[config.mk]
export PLATFORM = sky130hd
export DESIGN_NAME = tcal_loop
export DESIGN_NICKNAME = d
export VERILOG_FILES = /design/src/rtl/tcal_pkg.sv /design/src/rtl/tcal_ctrl.sv /design/src/rtl/tcal_acc.sv /design/src/rtl/tcal_loop.sv
export SDC_FILE = /design/constraint.sdc
export NUM_CORES = 1
export LEC_CHECK = 0
export BUFFER_PORTS_ARGS = -buffer_cell sky130_fd_sc_hd__buf_4
export CAP_MARGIN = 0
export CORE_AREA = 2 2 39 41
export CTS_CLUSTER_DIAMETER = 150
export CTS_CLUSTER_SIZE = 8
export DETAILED_ROUTE_END_ITERATION = 8
export DIE_AREA = 0 0 41 43
export PLACE_DENSITY_LB_ADDON = 0.05
export SLEW_MARGIN = 20
export SYNTH_ARGS = -nofsm -noshare
export SYNTH_HDL_FRONTEND = slang
export SYNTH_HIERARCHICAL = 1
export SYNTH_SLANG_ARGS = --single-unit
[constraint.sdc]
create_clock -name clk -period 1.6 [get_ports clk]
set_input_delay 0 -clock clk [delete_from_list [all_inputs] [get_ports clk]]
set_output_delay 0 -clock clk [all_outputs]
set_load 0.005 [all_outputs]
[src/rtl/tcal_pkg.sv]
package tcal_pkg;
  // Step command from decode to the counter.
  typedef struct packed {
    logic inc;
    logic dec;
  } stepCmd_t;

  localparam logic [1:0] DIG_ABOVE = 2'b01;
  localparam logic [1:0] DIG_UNUSED = 2'b11;
endpackage

[src/rtl/tcal_ctrl.sv]
module tcal_ctrl
  import tcal_pkg::*;
(
  input  logic       calEn,
  input  logic       digValid,
  input  logic [1:0] digit,
  output stepCmd_t   cmd
);
  logic live;

  always_comb begin
    live    = calEn && digValid;
    cmd.inc = live && (digit == DIG_ABOVE);
    cmd.dec = live && (digit != DIG_ABOVE) && (digit != DIG_UNUSED);
  end
endmodule

[src/rtl/tcal_acc.sv]
module tcal_acc
  import tcal_pkg::*;
#(
  parameter int ACC_N = 64
) (
  input  logic     clk,
  input  logic     rstN,
  input  stepCmd_t cmd,
  input  logic     calEn,
  input  logic     digValid,
  input  logic [1:0] digit,
  output logic     rollUp,
  output logic     rollDown
);
  localparam int ACC_W = $clog2(ACC_N);
  localparam logic [ACC_W-1:0] ACC_TOP = ACC_W'(ACC_N - 1);
  localparam logic [ACC_W-1:0] ACC_MID = ACC_W'(ACC_N / 2);

  logic [ACC_W-1:0] accQ;
  logic             wrapHi;
  logic             wrapLo;

  always_comb begin
    wrapHi = cmd.inc && (accQ == ACC_TOP);
    wrapLo = cmd.dec && (accQ == '0);
  end

  always_ff @(posedge clk) begin
    if (!rstN) begin
      accQ     <= ACC_MID;
      rollUp   <= 1'b0;
      rollDown <= 1'b0;
    end else begin
      rollUp   <= wrapHi;
      rollDown <= wrapLo;
      if (cmd.inc)      accQ <= accQ + 1'b1;
      else if (cmd.dec) accQ <= accQ - 1'b1;
    end
  end

  AST_PULSE_EXCL: assert property (@(posedge clk) disable iff (!rstN)
    !(rollUp && rollDown));
  AST_UP_FROM_WRAP: assert property (@(posedge clk) disable iff (!rstN)
    rollUp |-> (accQ == '0) && ($past(accQ) == ACC_TOP));
  AST_DN_FROM_WRAP: assert property (@(posedge clk) disable iff (!rstN)
    rollDown |-> (accQ == ACC_TOP) && ($past(accQ) == '0));
  AST_IDLE_HOLD: assert property (@(posedge clk) disable iff (!rstN)
    !digValid |=> $stable(accQ) && !rollUp && !rollDown);
  AST_FREEZE: assert property (@(posedge clk) disable iff (!rstN)
    !calEn |=> $stable(accQ) && !rollUp && !rollDown);
  AST_ABOVE_STEP: assert property (@(posedge clk) disable iff (!rstN)
    (calEn && digValid && digit == 2'b01) |=> accQ == ACC_W'($past(accQ) + 1'b1));
  AST_UNUSED_HOLD: assert property (@(posedge clk) disable iff (!rstN)
    (digit == 2'b11) |=> $stable(accQ));
endmodule

[src/rtl/tcal_loop.sv]
module tcal_loop
  import tcal_pkg::*;
#(
  parameter int ACC_N = 64
) (
  input  logic       clk,
  input  logic       rstN,
  input  logic       calEn,
  input  logic       digValid,
  input  logic [1:0] digit,
  output logic       rollUp,
  output logic       rollDown
);
  stepCmd_t cmd;

  tcal_ctrl i_ctrl (
    .calEn    (calEn),
    .digValid (digValid),
    .digit    (digit),
    .cmd      (cmd)
  );

  tcal_acc #(.ACC_N(ACC_N)) i_acc (
    .clk      (clk),
    .rstN     (rstN),
    .cmd      (cmd),
    .calEn    (calEn),
    .digValid (digValid),
    .digit    (digit),
    .rollUp   (rollUp),
    .rollDown (rollDown)
  );
endmodule

=== Yosys cells after proc, flatten, opt, wreduce, memory -nomap -nowiden ===
Index checks and enable logic that the tools add are counted.

* Bits in registers: 8
* Output and inout port bits: 2
* Input port bits: 6

* $add $sub $neg: 2
* Equality and inequality tests: 4
* Reduce and logical (&&, ||, !) cells: 8
* Mux-type cells: 2

{| class="wikitable"
|+ Operator list
! operator !! count
|-
| $mux 6 || 2
|-
| $add 6x1->6 const B || 1
|-
| $eq 6x6->1 const B || 1
|-
| $logic_and 1x1->1 || 6
|-
| $logic_not 6->1 || 1
|-
| $sub 6x1->6 const B || 1
|-
| $eq 2x1->1 const B || 1
|-
| $ne 2x1->1 const B || 1
|-
| $ne 2x2->1 const B || 1
|-
| $reduce_bool 2->1 || 1
|}

=== Logic depth before layout (Yosys ltp) ===
* Word-level depth: 5
* Depth in mapped cells: 7

=== By module ===
Netlist, hierarchy kept.

{| class="wikitable"
|+ By module, submodules not included
! module !! seq. area each (um2) !! times used !! cells an instance !! area an instance (um2)
|-
| tcal_acc || 160.2 || 1 || 52 || 489.2
|-
| tcal_ctrl || 0.0 || 1 || 2 || 18.8
|}

=== Worst setup path after synthesis ===
Ideal clock, no wire load.

* Kind: input to register
* Start: input port digit[1]
* End: register i_acc.accQ[5]
* Slack: -114 ps
* Stages on the path: 7
* Library setup time: 69 ps
* Arrival: 1645 ps
* Cell sequence: and4b_1 inv_1 ha_1 a211o_1 and4_4 o31a_1 o21ai_1

* Word-level cells in the longest chain between the ends: 4
* Elaborated cells on any way between the ends: 8

{| class="wikitable"
|+ Ends and longest elaborated chain
! element !! line !! text
|-
| start, declared || tcal_loop.sv:10 || <nowiki>input logic [1:0] digit,</nowiki>
|-
| $ne 2x1->1 || tcal_ctrl.sv:14 || <nowiki>cmd.dec = live && (digit != DIG_ABOVE) && (digit != DIG_UNUSED);</nowiki>
|-
| $logic_and 1x1->1 (2 in series) || tcal_ctrl.sv:14 ||
|-
| $reduce_bool 2->1 (no line) || n/a ||
|-
| end signal, assigned || tcal_acc.sv:36 || <nowiki>if (cmd.inc) accQ <= accQ + 1'b1;</nowiki>
|-
| end signal, assigned || tcal_acc.sv:37 || <nowiki>else if (cmd.dec) accQ <= accQ - 1'b1;</nowiki>
|-
| end, declared || tcal_acc.sv:19 || <nowiki>logic [ACC_W-1:0] accQ;</nowiki>
|}

Several ways; a longest one is shown, not always the timed one.
A chain may end at the register's enable or synchronous reset.

=== Worst setup path after layout ===
* Start: register i_acc.accQ[1]
* End: register i_acc.accQ[5]

* Word-level cells in the longest chain between the ends: 3
* Elaborated cells on any way between the ends: 4

{| class="wikitable"
|+ Ends and longest elaborated chain
! element !! line
|-
| $sub 6x1->6 || tcal_acc.sv:37
|-
| $mux 6 || tcal_acc.sv:37
|-
| $mux 6 * || tcal_acc.sv:36
|}

Mark *: on every way between the ends. The rest lies on a longest branch, timed or not. The select of a mux whose other input is x is not followed.

==> run summary <==
Final Total Pwr - 536 µW
Die Area - 1760 µm²
Worst EP arrival - 1.71 ns
Final net count - 85
Initial antenna violation count - 0
Largest net degree at the start of global routing - 12
Register area share after synthesis - 31.5%
Syn Inst Count - 54
MaxCap Viol Count - 0
Core ar. - 1380 µm²
Row cnt - 14
Post-synthesis register bit count - 8
Depth of the CTS H-tree - 1
Total length of routed wires - 1.01 mm
RR Endpoint - i_acc/accQ[5]$_SDFFE_PN1P_
Pins Over Slew Limit - 0
TritonCTS clock tree - done
Synth Area in XOR/XNOR - 3.45%
Status - completed
Worst-margin pin slew - 0.433 ns
Gr usage total - 15.8%
Synth warnings - 6
Die Wd - 41 µm
Reg-to-reg setup timing slack - 0.08 ns
Leading cell type in the layout, fill and taps excluded - buf_4
Unrepaired setup endpoints after global routing - no
CTS Buffer Depth - 2
CTS buffer count - 3
Initial DRT Pass Iterations - 4
Die height - 43 µm
Compound-cell area share of the yosys netlist - 22.7%
Startpoint types - flop
Predominant post-synthesis flop cell - dfxtp_1
Detail Placement HPWL - 818 µm
Io pins - 8
First-pass GRT wire length - 1.84 mm
Syn_area_per_cell - 9.41 µm²
Vias per cell - 5.39
EDFF count, synth - 0
Max Freq - 658 MHz
Async SR Flop Fraction - 0%
Worst IR Drop VDD - 0.352 mV
DRT iter0 DRCs - 17
Hold wc startpoint - digit[0]
Clock sinks - 8
Wire per inst - 11.5 µm
Launch point of the worst reg-to-reg path - i_acc/accQ[1]$_SDFFE_PN0P_
Post-synthesis simple-gate area fraction - 27.1%
Final Skew - 0.00363 ns
Vias - 474
Hold Crit Depth - 5
Critical path endpoint category - flop
Slowest Stage Delay on Critical Path - 0.38 ns
Post-Syn Area - 508 µm²
Cell variety after synth - 32
Area added between synthesis and finish - 34.7%
Critical path launch point - i_acc/accQ[1]$_SDFFE_PN0P_
Non-Filler Instances - 88
Port Buffers - 7
CP Class - reg2reg
Final Util - 49.5%
Total grt overflow - 0
GP Congestion - 0.811
Largest family of logic cells by synthesized area - simple AND/OR/NAND/NOR gates
Clock latency on the worst-skew pair - 0.26 ns
Fin Hold WS - 0.278 ns
Net Count, Synth - 65
Diode count - 0
Slew margin rel. - 71.0%
Cell family with most CP delay - compound AO/OA/AOI/OAI gates
Crit path time final - 1.52 ns
Initial Util - 36.7%
Hold EP - i_acc/rollDown$_SDFF_PN0_
Final Hold Vio Count - 0
Residual DRC - 0
Inst Count DP - 84
Leakage power - 0.000289 µW
Fraction of layout instances using a drive strength above 1 - 34.7%
Most frequent cells in the layout - buf_4 (15), dfxtp_1 (7)
Crit path buffers/inverters - 0
CP cell instances - ha_4 > a211o_1 > and4_4 > o31a_1 > o21ai_1
Final Cycle Share - 95.0%
Root buf cell - clkbuf_4
Hold Path Class - in2reg
Post-DRT Antenna Nets - 0
Mux cell area share after synthesis - 0%
Setup violators final - 0
Vias in the first global route - 448
CP Data Required Time - 1.79 ns
CP max-delay cell - dfxtp_2
Biggest fanout along the worst timing path - 4
P per Cell Area - 784 nW/µm²
Reg2Reg Depth - 5
Adder-cell share of the synthesized area - 13.8%
Postcts setup bufs - 0
Clock-pin slew on the worst setup and hold paths - 0.06 ns
## through the flow
| step | setup TNS [ns] | setup WS [ns] | instance area (µm²) |
|---|---|---|---|
| after floorplan | 0 | 0.00699 | 509 |
| after global placement | -0.106 | -0.0789 | 638 |
| after detailed placement | -0.111 | -0.0860 | 638 |
| after CTS | 0 | 0.0190 | 671 |
| after global routing | 0 | 0.0187 | 684 |
| final | 0 | 0.0807 | 684 |
## final cells by class
| class | count | area (µm²) |
|---|---|---|
| clock buffer | 3 | 22.5 |
| timing repair buffer | 16 | 123 |
| tap | 16 | 20.0 |
| inverter | 1 | 3.75 |
| fill | 133 | 699 |
| multi-input combinational | 44 | 354 |
| sequential | 8 | 161 |
## logic make-up (layout without fill, tap and decap cells)
kind of cell,count (synthesis),after routing
XOR/XNOR,2,2
AND/OR/NAND/NOR,21,21
AO/OA/AOI/OAI,16,16
buffers and inverters,2,20
flip-flops,8,8
adder cells (fa/ha/maj),5,5
## timing repair
| action | 4_1_cts | 5_1_grt |
|---|---|---|
| hold buffers | 1 | 0 |
| resized for setup | 0 | 2 |
| setup endpoints to repair | 0 | 1 |
| hold endpoints to repair | 1 | 0 |
## how the worst max path moves through the flow
stage | endpoint | cells after the start
after CTS | i_acc/accQ[5]$_SDFFE_PN1P_ | 5
after global placement | i_acc/accQ[5]$_SDFFE_PN1P_ | 8
final | i_acc/accQ[5]$_SDFFE_PN1P_ | 5
after global routing | i_acc/accQ[5]$_SDFFE_PN1P_ | 5
after detailed placement | i_acc/accQ[5]$_SDFFE_PN1P_ | 8
after floorplan | i_acc/accQ[5]$_SDFFE_PN1P_ | 7
## cells in the mapped netlist, types with 2 or more instances
cell type / count / area (µm²)
a21oi_1: 2 / 10.0
xnor2_1: 2 / 17.5
ha_1: 4 / 50.1
nand4_1: 2 / 12.5
a21o_1: 2 / 15.0
dfxtp_1: 8 / 160
nor4_1: 2 / 12.5
nand3_1: 3 / 15.0
nand2_1: 3 / 11.3
o21ai_0: 3 / 15.0
nor2_1: 2 / 7.51
## state kept, by name (all words and copies together) (netlist names)
name / flops
i_acc/accQ: 6
i_acc/rollDown: 1
i_acc/rollUp: 1
## where the power goes
| group | switching [µW] | internal [µW] | leakage, µW |
|---|---|---|---|
| clock | 72.3 | 86.1 | 0.0000138 |
| sequential | 13.2 | 214 | 0.0000657 |
| combinational | 67.1 | 84.1 | 0.000209 |
## worst register-to-register path: stages, from the launching register on
cell and delay, ns:
dfxtp_2 0.38, ha_4 0.21, a211o_1 0.33, and4_4 0.20, o31a_1 0.23, o21ai_1 0.11
## per-layer routing
| metal | up-vias | wire (µm) | global-route usage (%) | part of all wire (%) |
|---|---|---|---|---|
| met1 | 209 | 471 | 18.8 | 47 |
| met5 | - | 0 | 0 | 0 |
| met4 | 0 | 8 | 6.00 | 0.79 |
| li1 | 253 | - | - | - |
| met2 | 10 | 489 | 23.4 | 48 |
| met3 | 2 | 40 | 7.85 | 4.0 |
Power figures use the tool's default switching activity.
